$ cat src/rtl/sdac_pkg.sv
package sdac_pkg;
  localparam int CODE_W  = 16;
  localparam int MODE_W  = 2;
  localparam int FRAME_W = 24;

  typedef enum logic [1:0] {
    STG_DRIVE = 2'b00,
    STG_R1K   = 2'b01,
    STG_R100K = 2'b10,
    STG_HIZ   = 2'b11
  } stage_e;
endpackage

$ cat src/rtl/sdac_sync_chain.sv
module sdac_sync_chain #(
  parameter int   STAGES  = 2,
  parameter logic RST_VAL = 1'b0
) (
  input  logic clk,
  input  logic rst_n,
  input  logic a_i,
  output logic q_o
);
  logic [STAGES-1:0] chain_q;

  for (genvar g = 0; g < STAGES; g++) begin : g_stage
    logic d;
    if (g == 0) begin : g_first
      assign d = a_i;
    end else begin : g_next
      assign d = chain_q[g-1];
    end
    always_ff @(posedge clk or negedge rst_n) begin
      if (!rst_n) chain_q[g] <= RST_VAL;
      else        chain_q[g] <= d;
    end
  end

  assign q_o = chain_q[STAGES-1];
endmodule

$ cat src/rtl/sdac_frame_shift.sv
module sdac_frame_shift #(
  parameter int CODE_W  = 16,
  parameter int MODE_W  = 2,
  parameter int FRAME_W = 24
) (
  input  logic              clk,
  input  logic              rst_n,
  input  logic              sync_lvl_i,
  input  logic              sclk_lvl_i,
  input  logic              din_lvl_i,
  output logic              load_o,
  output logic [CODE_W-1:0] code_o,
  output logic [MODE_W-1:0] mode_o
);
  localparam int PAY_W = CODE_W + MODE_W;
  localparam int CNT_W = $clog2(FRAME_W + 1);
  localparam logic [CNT_W-1:0] LAST = CNT_W'(FRAME_W - 1);
  localparam logic [CNT_W-1:0] FULL = CNT_W'(FRAME_W);

  logic             sync_hist_q, sclk_hist_q;
  logic             armed_q, armed_d;
  logic [CNT_W-1:0] cnt_q, cnt_d;
  logic [PAY_W-2:0] sh_q, sh_d;
  logic             sync_fall, sclk_fall;
  logic [PAY_W-1:0] word;

  assign sync_fall = sync_hist_q & ~sync_lvl_i;
  assign sclk_fall = sclk_hist_q & ~sclk_lvl_i;
  assign word      = {sh_q, din_lvl_i};
  assign code_o    = word[CODE_W-1:0];
  assign mode_o    = word[PAY_W-1:CODE_W];

  always_comb begin
    armed_d = armed_q;
    cnt_d   = cnt_q;
    sh_d    = sh_q;
    load_o  = 1'b0;
    if (sync_lvl_i) begin
      armed_d = 1'b0;
      cnt_d   = '0;
      sh_d    = '0;
    end else if (sync_fall) begin
      armed_d = 1'b1;
      cnt_d   = '0;
      sh_d    = '0;
    end else if (armed_q && sclk_fall && (cnt_q != FULL)) begin
      sh_d   = word[PAY_W-2:0];
      cnt_d  = cnt_q + 1'b1;
      load_o = (cnt_q == LAST);
    end
  end

  always_ff @(posedge clk or negedge rst_n) begin
    if (!rst_n) begin
      sync_hist_q <= 1'b1;
      sclk_hist_q <= 1'b0;
      armed_q     <= 1'b0;
      cnt_q       <= '0;
      sh_q        <= '0;
    end else begin
      sync_hist_q <= sync_lvl_i;
      sclk_hist_q <= sclk_lvl_i;
      armed_q     <= armed_d;
      cnt_q       <= cnt_d;
      sh_q        <= sh_d;
    end
  end

  // no load while the frame select is high
  a_r4_no_load_when_deselected: assert property (@(posedge clk) disable iff (!rst_n)
    sync_lvl_i |-> !load_o);
  // a filled frame accepts no further load
  a_r8_no_load_after_full: assert property (@(posedge clk) disable iff (!rst_n)
    (cnt_q == FULL) |-> !load_o);
  // a load only happens inside an armed frame
  a_r9_load_needs_arm: assert property (@(posedge clk) disable iff (!rst_n)
    load_o |-> armed_q);
endmodule

$ cat src/rtl/sdac_out_regs.sv
module sdac_out_regs #(
  parameter int CODE_W = 16,
  parameter int MODE_W = 2
) (
  input  logic              clk,
  input  logic              rst_n,
  input  logic              load_i,
  input  logic [CODE_W-1:0] code_i,
  input  logic [MODE_W-1:0] mode_i,
  output logic [CODE_W-1:0] dac_code_o,
  output logic [MODE_W-1:0] mode_o,
  output logic              code_upd_o,
  output logic              mode_upd_o
);
  logic [CODE_W-1:0] dac_q, dac_d;
  logic [MODE_W-1:0] mode_q, mode_d;
  logic              cupd_d, mupd_d;

  always_comb begin
    dac_d  = dac_q;
    mode_d = mode_q;
    cupd_d = 1'b0;
    mupd_d = 1'b0;
    if (load_i) begin
      dac_d  = code_i;
      mode_d = mode_i;
      cupd_d = 1'b1;
      mupd_d = (mode_i != mode_q);
    end
  end

  always_ff @(posedge clk or negedge rst_n) begin
    if (!rst_n) begin
      dac_q      <= '0;
      mode_q     <= '0;
      code_upd_o <= 1'b0;
      mode_upd_o <= 1'b0;
    end else begin
      dac_q      <= dac_d;
      mode_q     <= mode_d;
      code_upd_o <= cupd_d;
      mode_upd_o <= mupd_d;
    end
  end

  assign dac_code_o = {~dac_q[CODE_W-1], dac_q[CODE_W-2:0]};
  assign mode_o     = mode_q;

  // the code register changes only on a load
  a_r3_code_holds: assert property (@(posedge clk) disable iff (!rst_n)
    !load_i |=> $stable(dac_q));
  // the mode register changes only on a load
  a_r4_mode_holds: assert property (@(posedge clk) disable iff (!rst_n)
    !load_i |=> $stable(mode_q));
  // a mode strobe comes with a code strobe
  a_r10_mode_strobe_pair: assert property (@(posedge clk) disable iff (!rst_n)
    mode_upd_o |-> code_upd_o);
  // a mode strobe means the mode value moved
  a_r10_mode_strobe_change: assert property (@(posedge clk) disable iff (!rst_n)
    mode_upd_o |-> (mode_q != $past(mode_q)));
endmodule

$ cat src/rtl/sdac_frame_rx.sv
module sdac_frame_rx
  import sdac_pkg::*;
#(
  parameter int C_W     = CODE_W,
  parameter int M_W     = MODE_W,
  parameter int F_W     = FRAME_W,
  parameter int SYNC_FF = 2
) (
  input  logic           clk,
  input  logic           rst_n,
  input  logic           sync_n_i,
  input  logic           sclk_i,
  input  logic           din_i,
  output logic [C_W-1:0] code_o,
  output logic [M_W-1:0] stage_o,
  output logic           code_upd_o,
  output logic           mode_upd_o
);
  logic           sync_lvl, sclk_lvl, din_lvl, load;
  logic [C_W-1:0] rx_code;
  logic [M_W-1:0] rx_mode;

  sdac_sync_chain #(.STAGES(SYNC_FF), .RST_VAL(1'b1)) u_sync (
    .clk(clk), .rst_n(rst_n), .a_i(sync_n_i), .q_o(sync_lvl));
  sdac_sync_chain #(.STAGES(SYNC_FF), .RST_VAL(1'b0)) u_sclk (
    .clk(clk), .rst_n(rst_n), .a_i(sclk_i), .q_o(sclk_lvl));
  sdac_sync_chain #(.STAGES(SYNC_FF), .RST_VAL(1'b0)) u_din (
    .clk(clk), .rst_n(rst_n), .a_i(din_i), .q_o(din_lvl));

  sdac_frame_shift #(.CODE_W(C_W), .MODE_W(M_W), .FRAME_W(F_W)) u_shift (
    .clk(clk), .rst_n(rst_n), .sync_lvl_i(sync_lvl), .sclk_lvl_i(sclk_lvl),
    .din_lvl_i(din_lvl), .load_o(load), .code_o(rx_code), .mode_o(rx_mode));

  sdac_out_regs #(.CODE_W(C_W), .MODE_W(M_W)) u_regs (
    .clk(clk), .rst_n(rst_n), .load_i(load), .code_i(rx_code), .mode_i(rx_mode),
    .dac_code_o(code_o), .mode_o(stage_o), .code_upd_o(code_upd_o),
    .mode_upd_o(mode_upd_o));

  // the output stage only moves together with a write strobe
  a_r5_stage_moves_on_write: assert property (@(posedge clk) disable iff (!rst_n)
    !code_upd_o |-> (stage_o == $past(stage_o) || $past(!rst_n)));
endmodule

$ cat config.mk
export PLATFORM = sky130hd
export DESIGN_NAME = sdac_frame_rx
export DESIGN_NICKNAME = d
export VERILOG_FILES = /design/src/rtl/sdac_pkg.sv /design/src/rtl/sdac_sync_chain.sv /design/src/rtl/sdac_frame_shift.sv /design/src/rtl/sdac_out_regs.sv /design/src/rtl/sdac_frame_rx.sv
export SDC_FILE = /design/constraint.sdc
export NUM_CORES = 1
export LEC_CHECK = 0
export BUFFER_PORTS_ARGS = -buffer_cell sky130_fd_sc_hd__buf_2
export CAP_MARGIN = 20
export CELL_PAD_IN_SITES_DETAIL_PLACEMENT = 2
export CELL_PAD_IN_SITES_GLOBAL_PLACEMENT = 2
export CORE_MARGIN = 4
export CORE_UTILIZATION = 30
export CTS_CLUSTER_SIZE = 30
export DETAILED_ROUTE_END_ITERATION = 8
export GPL_ROUTABILITY_DRIVEN = 0
export PLACE_DENSITY_LB_ADDON = 0.12
export SLEW_MARGIN = 20
export SYNTH_ARGS = -nofsm -noshare
export SYNTH_HDL_FRONTEND = slang
export SYNTH_SLANG_ARGS = --single-unit
export TNS_END_PERCENT = 100
$ cat constraint.sdc
create_clock -name clk -period 3.9 [get_ports clk]
set_input_delay 0.78 -clock clk [delete_from_list [all_inputs] [get_ports clk]]
set_output_delay 0.78 -clock clk [all_outputs]
set_load 0.01 [all_outputs]
==> run_results.csv, run 1 <==
group,metric,value,unit
routing,ant_nets,0,
timing,tightestPinTransition,890,ps
critical_path,critPathCaptureType,"register",
grt,antenna_found_initial,0,
timing,fin_setup_tns,0,ps
timing,finalWorstSetupSlack,1820,ps
routing,totalWireLength,4.95,mm
critical_path,cp_data_required_time,4090,ps
synth,yosysTopAreaCellShare,53.8,%
critical_path,cp_num_buf_inv,0,
timing,finalSetupViolations,0,
routing,drt_iter0_drc,33,
routing,drc,0,
synth,synth_area_leaders,"dfrtp_1, mux2_4, buf_4",
clock_tree,holdBufCountCts,0,
cells_and_area,layout-drive-gt1-share,30.0,%
cells_and_area,seqCellArea,1280,um2
grt,grt_pass1_vias,1607,
synth,ys_warn_count,0,
clock_tree,post_cts_resized,0,
synth,ys_ff_latch,51,
floorplanning,fp.dieH,94.3,um
critical_path,crit_chain,"nor4b_2 -> nand3_2 -> mux2_4",
synth,syn-num-nets,191,
synth,synth_cells,184,
floorplanning,die_area,8890,um2
cells_and_area,design_area,2410,um2
synth,synthesis.area,2230,um2
min_path,hold_class,"reg -> reg",
place,io_buffers,24,
pwr,combinationalPowerShare,2.8,%
floorplanning,fp.coreArea,7250,um2
timing,layout_min_cycle_time,2080,ps
pwr,switchingPower,194,uW
pwr,total_power,895,uW
grt,gr-usage-met1,14.3,%
grt,use_met2,22.3,%
synth,avgSynthCellArea,12.1,um2
critical_path,critPathArrivalTime,2270,ps
cells_and_area,diodes,0,
cells_and_area,post-route-util,33.2,%
clock_tree,cts_tree,"done",
synth,seq_area_frac_synth,57.3,%
floorplanning,die_x,94.3,um
grt,grt-ovfl-total,0,
floorplanning,placementRows,31,
timing,max_slew_margin,40.4,%
grt,grt_start_max_net_pins,49,
cells_and_area,nNetsFinal,196,
run,maxCapViolCount,0,
routing,via_count,1432,
pwr,leakage,0.00115,uW
place,place_hpwl,3.22,mm
place,pre_cts_ws,1780,ps
clock_tree,post_cts_buffers,0,
pwr,vdd_drop_max,0.000111,V
critical_path,critPathKind,"reg -> reg",
timing,rsz0062_at_grt,"no",
clock_tree,htree_levels,2,
timing,max_freq,0.480,GHz
critical_path,crit_fanout,20,
critical_path,slowest_delay,610,ps
grt,grt_pass1_wl,8.43,mm
pwr,pwr-share-clk,37.1,%
critical_path,critPathSlowestCell,"nand3_2",
pwr,p_seq_share,60.1,%
clock_tree,cts_root_buffer,"clkbuf_8",
synth,yosysUniqueCellTypes,28,
clock_tree,clk_latency,300,ps
grt,grt-busiest-layer,"met2",
clock_tree,cts-buffers-inserted,5,
timing,fin_skew,5.68,ps
place,placed_cell_area,2300,um2
pwr,p_int,702,uW
routing,wire_per_inst,17.1,um
floorplanning,initial_utilization,30.8,%
status,status,"completed",
cells_and_area,num-fill-cells,788,
synth,yosysTopAreaCell,"dfrtp_1",
pwr,switching_share,21.6,%
cells_and_area,multi_input_area,747,um2
timing,finalHoldViolCount,0,
clock_tree,clk_pin_slew_worst_paths,90,ps
clock_tree,clockBufferDepth,2,
timing,final-max-slew-violation-count,0,
critical_path,path_delay_family,"simple AND/OR/NAND/NOR gates",
grt,grt_use_met3,3.21,%
pwr,power.density,372,nW/um2
routing,vias_per_cell,4.96,
floorplanning,io-pin-count,25,
clock_tree,clock_sinks,51,
critical_path,start_kind,"register",
grt,grt_usage,12.3,%
routing,drt_pass1_iterations,3,
cells_and_area,area_growth,7.73,%
timing,period_share,53.4,%
-- layout make-up --
| class | instances | area share, % |
|---|---|---|
| Sequential cell | 51 | 53.2 |
| Multi-Input combinational cell | 99 | 31.0 |
| Timing Repair Buffer | 25 | 5.41 |
| Tap cell | 99 | 5.15 |
| Clock buffer | 8 | 4.16 |
| Inverter | 7 | 1.09 |
-- power groups by stage --
stage | logic (uW) | registers (uW) | clock network (uW)
after global placement | 25.1 | 549 | 0
final | 24.8 | 538 | 332
after CTS | 26.2 | 539 | 348
after global routing | 29.3 | 539 | 371
after floorplan | 9.35 | 548 | 0
after detailed placement | 26.1 | 549 | 0
-- flip-flops by register name, summed over array words and instances (netlist names) --
register / flops
u_shift.sync_hist_q: 1
u_regs.mode_o: 2
u_shift.armed_q: 1
u_regs.mode_upd_o: 1
u_regs.code_upd_o: 1
u_shift.cnt_q: 5
u_sync.q_o: 1
u_shift.sh_q: 17
u_din.q_o: 1
u_sync.g_stage.d: 1
u_sclk.q_o: 1
u_din.g_stage.d: 1
u_regs.dac_q: 16
u_shift.sclk_hist_q: 1
u_sclk.g_stage.d: 1
-- cell usage after synthesis --
library cell,count
a21oi_1,22
a311oi_1,1
a31o_2,1
a41o_1,1
and3b_1,1
and4b_1,2
buf_2,3
buf_4,16
buf_6,2
clkbuf_1,5
clkbuf_2,1
dfrtp_1,48
dfstp_2,3
ha_1,2
inv_1,7
mux2_4,18
nand3_1,19
nand3_2,1
nand3b_1,1
nand4_1,1
nand4b_1,1
nor2_1,3
nor4b_2,1
o21ai_0,19
o21ai_1,1
or2_2,1
or4_1,1
xnor2_1,2
-- cells in the final DEF, fill, tap and decap left out, drive strengths merged --
cell / n
dfrtp: 48
buf: 25
a21oi: 22
nand3: 20
o21ai: 20
mux2: 18
clkbuf: 8
inv: 7
nor2: 3
dfstp: 3
and4b: 2
xnor2: 2
ha: 2
nor4b: 1
and3b: 1
nand4b: 1
nand3b: 1
or2: 1
a31o: 1
nand4: 1
or4: 1
a311oi: 1
a41o: 1
-- worst register-to-register path, cell delays in order (launching register included) --
cell     delay (ps)
dfrtp_1         460
nor4b_2         360
nand3_2         610
mux2_4          550
-- routing by layer --
layer	part of all wire (%)	wire length, um
met5	0	0
met2	52	2580
met4	0.99	49
met3	4.3	211
met1	43	2110
-- path summary, 6_finish.rpt --
kind                                      to  slack (ps)               start  cells past startpoint
hold reg to reg                    u_din.q_o         360  u_din.g_stage[1].d                      0
setup / recovery             u_regs.dac_q[9]        1820    u_shift.cnt_q[3]                      3
max in group asynchronous   u_shift.sh_q[12]        2910               rst_n                      2
setup reg to reg             u_regs.dac_q[9]        1820    u_shift.cnt_q[3]                      3
hold / removal                     u_din.q_o         360  u_din.g_stage[1].d                      0
min in group asynchronous  u_regs.mode_upd_o         490               rst_n                      1
-- cell families after synthesis --
| group | synth area share [%] |
|---|---|
| flip-flops | 57.3 |
| AO/OA/AOI/OAI | 10.6 |
| buffers and inverters | 9.29 |
| AND/OR/NAND/NOR | 8.79 |
| multiplexers | 12.1 |
| XOR/XNOR | 0.784 |
| adder cells (fa/ha/maj) | 1.12 |
-- stage by stage --
| step | hold slack, ps | std cells |
|---|---|---|
| 2_1_floorplan | 331 | 184 |
| 3_3_place_gp | 336 | 281 |
| 3_5_place_dp | 337 | 281 |
| 4_1_cts | 360 | 289 |
| 5_1_grt | 367 | 289 |
| 6_report | 356 | 289 |
(Power assumes the default switching activity.)
==> inputs of run 2 (changes only) <==
==> constraint.sdc (replaced) <==
create_clock -name clk -period 1.75 [get_ports clk]
set_input_delay 0.35 -clock clk [delete_from_list [all_inputs] [get_ports clk]]
set_output_delay 0.35 -clock clk [all_outputs]
set_load 0.01 [all_outputs]
==> run 2 against run 1 <==
Sequential share of layout area shrank 2.4 points; first-iteration DRC count down 12%; sequential power up 120%; via count is essentially flat.
==> run_results.csv, run 2 (same netlist as run 1, synthesis figures left out) <==
group,metric,value,unit
timing,finalSetupViolations,0,
cells_and_area,layout-drive-gt1-share,33.7,%
grt,antenna_found_initial,0,
critical_path,critPathCaptureType,"register",
clock_tree,htree_levels,2,
critical_path,cp_data_required_time,1980,ps
timing,rsz0062_at_grt,"no",
clock_tree,clock_sinks,51,
cells_and_area,layout_commonest_cell,"dfrtp_1",
timing,tightestPinTransition,273,ps
run,maxCapViolCount,0,
critical_path,crit_chain,"inv_1 -> ha_1 -> and4b_2 -> or4_1 -> a21oi_1",
routing,wire_per_inst,16.3,um
cells_and_area,top_register,"u_shift.sh_q",
cells_and_area,top_regs,"u_shift.sh_q: 17 flops, u_regs.dac_q: 16 flops, u_shift.cnt_q: 5 flops",
critical_path,critPathKind,"reg -> reg",
timing,fin_skew,10.9,ps
clock_tree,clockBufferDepth,2,
cells_and_area,area_growth,12.7,%
critical_path,critPathSlowestCell,"dfrtp_1",
clock_tree,clk_pin_slew_worst_paths,90,ps
pwr,leakage,0.00121,uW
timing,finalHoldViolCount,0,
timing,max_freq,0.617,GHz
floorplanning,die_area,8890,um2
cells_and_area,largest_reg_flops,17,
clock_tree,clk_latency,300,ps
cells_and_area,nNetsFinal,205,
grt,grt-ovfl-total,0,
routing,drt_pass1_iterations,4,
critical_path,critPathArrivalTime,1850,ps
floorplanning,io-pin-count,25,
critical_path,crit_fanout,8,
critical_path,rrSetupSlack,130,ps
timing,period_share,92.7,%
floorplanning,fp.dieH,94.3,um
pwr,vdd_drop_max,0.000328,V
routing,drc,0,
place,io_buffers,24,
routing,drt_iter0_drc,29,
cells_and_area,diodes,0,
grt,grt_usage,11.9,%
timing,max_slew_margin,81.7,%
critical_path,start_kind,"register",
critical_path,cp_num_buf_inv,1,
timing,layout_min_cycle_time,1620,ps
timing,final-max-slew-violation-count,0,
grt,grt_pass1_vias,1607,
floorplanning,die_x,94.3,um
routing,totalWireLength,4.85,mm
floorplanning,fp.coreArea,7250,um2
cells_and_area,final_cells,298,
place,place_hpwl,3.33,mm
timing,fin_setup_tns,0,ps
critical_path,path_delay_family,"simple AND/OR/NAND/NOR gates",
min_path,hold_class,"in -> async",
pwr,power.density,881,nW/um2
routing,ant_nets,0,
critical_path,slowest_delay,430,ps
cells_and_area,layout_common_cells,"dfrtp_1, buf_2, a21oi_1, nand3_1, o21ai_0",
clock_tree,post_cts_buffers,0,
floorplanning,placementRows,31,
routing,via_count,1433,
grt,grt_pass1_wl,8.26,mm
place,dp.cells,290,
floorplanning,initial_utilization,30.8,%
routing,vias_per_cell,4.81,
grt,grt_start_max_net_pins,52,
clock_tree,cts_root_buffer,"clkbuf_8",
clock_tree,cts_tree,"done",
clock_tree,cts-buffers-inserted,5,
status,status,"completed",
[run 2: through the flow]
step | util [%] | power [uW] | setup WS (ps) | instance area, um2 | hold WS [ps]
2_1_floorplan | - | 1240 | 303 | 2230 | 54.4
3_3_place_gp | 32.9 | 1290 | 224 | 2380 | 336
3_5_place_dp | 32.9 | 1290 | 77.9 | 2380 | 337
4_1_cts | 34.7 | 2270 | 56.1 | 2520 | 24.1
5_1_grt | 34.7 | 2330 | 32.5 | 2520 | 22.9
6_report | 34.7 | 2220 | 128 | 2520 | 19.2
[run 2: metal layers]
metal	routed length [um]	track usage [%]	vias to the layer above
li1	-	-	655
met1	2010	13.8	752
met2	2590	21.6	20
met3	190	2.64	6
met4	57	3.97	0
met5	0	0	-
[run 2: worst paths after layout]
| kind | start | to | depth (start not counted) |
|---|---|---|---|
| setup / recovery | u_shift.cnt_q[0] | u_shift.cnt_q[2] | 5 |
| hold / removal | rst_n | u_regs.mode_upd_o | 2 |
| setup reg to reg | u_shift.cnt_q[0] | u_shift.cnt_q[2] | 5 |
| hold reg to reg | u_din.g_stage[1].d | u_din.q_o | 0 |
| max in group asynchronous | rst_n | u_shift.sync_hist_q | 2 |
| min in group clk | sync_n_i | u_sync.g_stage[1].d | 1 |
[run 2: area by class of cell]
| type | instances | area [um2] |
|---|---|---|
| fillers | 806 | 4730 |
| flip-flops and latches | 51 | 1280 |
| clock inverters | 2 | 60.1 |
| multi-input cells | 99 | 748 |
| repair buffers | 34 | 208 |
| inverters | 7 | 26.3 |
| clock buffers | 6 | 72.6 |
| well taps | 99 | 124 |
[run 2: repair_timing]
item                                    4_1_cts  5_1_grt
gates resized for setup                       0        1
endpoints found under the setup margin        0        4
hold buffers                                  0        0
[run 2: power breakdown]
part           switching, uW  total (uW)  leakage [uW]  internal, uW
clock network            386         958     0.0000654           572
logic                   45.6        62.5      0.000452          16.9
registers               7.78        1200      0.000689          1190
[run 2: worst reg2reg max path, delay by kind of cell (launching register included)]
family / cells / cell delay (ps)
flops: 1 / 430
fa+ha+maj: 1 / 210
compound gates: 1 / 150
simple gates: 2 / 680
buf+inv: 1 / 80
==> inputs of run 3 (changes only) <==
--- a/config.mk
+++ b/config.mk
@@ -10,7 +10,7 @@
 export CELL_PAD_IN_SITES_DETAIL_PLACEMENT = 2
 export CELL_PAD_IN_SITES_GLOBAL_PLACEMENT = 2
 export CORE_MARGIN = 4
-export CORE_UTILIZATION = 30
+export CORE_UTILIZATION = 35
 export CTS_CLUSTER_SIZE = 30
 export DETAILED_ROUTE_END_ITERATION = 8
 export GPL_ROUTABILITY_DRIVEN = 0
==> run 3 against run 2 <==
Setup slack got worse by 20 ps; combinational power increased by 8.8%; non-clock buffer count increased by 3; routed wire length shrank 2.1%; largest power group unchanged; flip-flop and latch count unchanged; largest cell class unchanged; die area shrank 13%; clock power decreased by 31%; total power decreased by 13%; critical path type unchanged; register-to-register slack got worse by 20 ps; clock skew down 0.61 ps.
==> run_results.csv, run 3 (same netlist as run 1, synthesis figures left out) <==
group,metric,value,unit
critical_path,reg2reg_depth,5,
timing,period_share,93.8,%
grt,grt-busiest-layer,"met2",
critical_path,critPathKind,"reg -> reg",
timing,rsz0062_at_grt,"no",
critical_path,rrSetupSlack,110,ps
timing,tightestPinTransition,396,ps
floorplanning,initial_utilization,36.9,%
grt,use_met2,22.9,%
clock_tree,clk_latency,300,ps
clock_tree,cts_tree,"done",
routing,totalWireLength,4.75,mm
place,pre_cts_ws,49.5,ps
clock_tree,clk_pin_slew_worst_paths,100,ps
cells_and_area,largest_reg_flops,17,
grt,grt_start_max_net_pins,26,
grt,grt_use_met3,3.10,%
timing,layout_min_cycle_time,1640,ps
floorplanning,die_area,7730,um2
critical_path,start_kind,"register",
routing,via_count,1416,
grt,grt-ovfl-total,0,
routing,ant_nets,0,
grt,grt_pass1_vias,1572,
pwr,vdd_drop_max,0.000304,V
grt,grt_usage,13.5,%
pwr,combinationalPowerShare,3.5,%
timing,fin_setup_tns,0,ps
critical_path,critPathSlowestCell,"dfrtp_1",
cells_and_area,layout_common_cells,"dfrtp_1, buf_2, a21oi_1, nand3_1, o21ai_0",
cells_and_area,top_register,"u_shift.sh_q",
place,io_buffers,24,
grt,antenna_found_initial,0,
timing,max_slew_margin,73.6,%
timing,final-max-slew-violation-count,0,
pwr,pwr-share-clk,34.4,%
min_path,whs_path_depth,1,
floorplanning,fp.coreArea,6060,um2
min_path,hold_class,"in -> reg",
cells_and_area,nNetsFinal,208,
pwr,switching_share,23.0,%
cells_and_area,area_growth,10.9,%
grt,grt_pass1_wl,8.09,mm
cells_and_area,layout-drive-gt1-share,34.7,%
routing,drt_iter0_drc,41,
critical_path,slowest_delay,410,ps
cells_and_area,num-fill-cells,618,
timing,finalWorstSetupSlack,108,ps
clock_tree,htree_levels,2,
timing,fin_skew,10.3,ps
cells_and_area,diodes,0,
critical_path,cp_data_required_time,1990,ps
clock_tree,clockBufferDepth,2,
pwr,power.density,780,nW/um2
place,place_hpwl,3.30,mm
routing,drc,0,
clock_tree,cts-buffers-inserted,5,
clock_tree,clock_sinks,51,
routing,wire_per_inst,17.1,um
critical_path,critPathCaptureType,"register",
run,maxCapViolCount,0,
clock_tree,cts_root_buffer,"clkbuf_8",
status,status,"completed",
floorplanning,io-pin-count,25,
pwr,p_seq_share,62.1,%
timing,finalSetupViolations,0,
pwr,switchingPower,445,uW
pwr,leakage,0.00121,uW
floorplanning,placementRows,28,
cells_and_area,top_regs,"u_shift.sh_q: 17 flops, u_regs.dac_q: 16 flops, u_shift.cnt_q: 5 flops",
routing,vias_per_cell,5.11,
timing,max_freq,0.609,GHz
floorplanning,fp.dieH,87.9,um
timing,finalHoldViolCount,0,
critical_path,crit_chain,"inv_1 -> ha_1 -> and4b_2 -> or4_1 -> a21oi_1",
routing,drt_pass1_iterations,4,
critical_path,critPathArrivalTime,1880,ps
pwr,p_int,1490,uW
grt,gr-usage-met1,17.2,%
floorplanning,die_x,87.9,um
critical_path,crit_fanout,8,
cells_and_area,layout_commonest_cell,"dfrtp_1",
run 3: final timing paths:
check | from | endpoint
worst max-delay path | u_shift.cnt_q[0] | u_shift.cnt_q[2]
worst min-delay path | sync_n_i | u_sync.g_stage[1].d
worst max register to register | u_shift.cnt_q[0] | u_shift.cnt_q[2]
worst min register to register | u_sync.g_stage[1].d | u_sync.q_o
max in group asynchronous | rst_n | u_shift.sync_hist_q
min in group asynchronous | rst_n | u_shift.sh_q[15]
run 3: critical path: cells and delay by family (launching register included):
family	cells	cell delay, ps
AO/OA/AOI/OAI	1	150
AND/OR/NAND/NOR	2	700
buffers and inverters	1	100
flip-flops	1	410
adder cells (fa/ha/maj)	1	240
run 3: what timing repair did:
item	in CTS	in global routing
resized for setup	0	1
endpoints found under the setup margin	0	13
setup buffers	0	3
hold endpoints to repair	14	0
hold buffers	1	0
run 3: final cells by class:
type,instances,area (um2),area share [%]
repair buffers,37,245,9.90
clock inverters,3,15.0,0.606
multi-input cells,99,748,30.2
well taps,75,93.8,3.79
clock buffers,5,68.8,2.78
flip-flops and latches,51,1280,51.7
inverters,7,26.3,1.06
run 3: metal layers:
metal  part of all wire [%]  up-vias
li1                       -      663
met1                     45      728
met2                     51       22
met3                    3.2        3
met4                   0.48        0
met5                      0        -
run 3: stage by stage:
stage               cell area (um2)  hold WS, ps  power, uW  instances  util [%]
floorplan                      2230         54.4       1240        184         -
global placement               2360          291       1290        265      38.9
detailed placement             2360          302       1290        265      38.9
CTS                            2450          131       1960        274      40.5
global route                   2480          124       2030        277      40.9
finish                         2480          148       1930        277      40.9
run 3: power groups by stage:
| stage | clock, uW | combinational, uW | sequential, uW |
|---|---|---|---|
| detailed placement | 0 | 67.6 | 1220 |
| finish | 665 | 68.0 | 1200 |
| floorplan | 0 | 20.8 | 1220 |
| global route | 748 | 79.1 | 1200 |
| global placement | 0 | 64.3 | 1220 |
| CTS | 690 | 69.6 | 1200 |
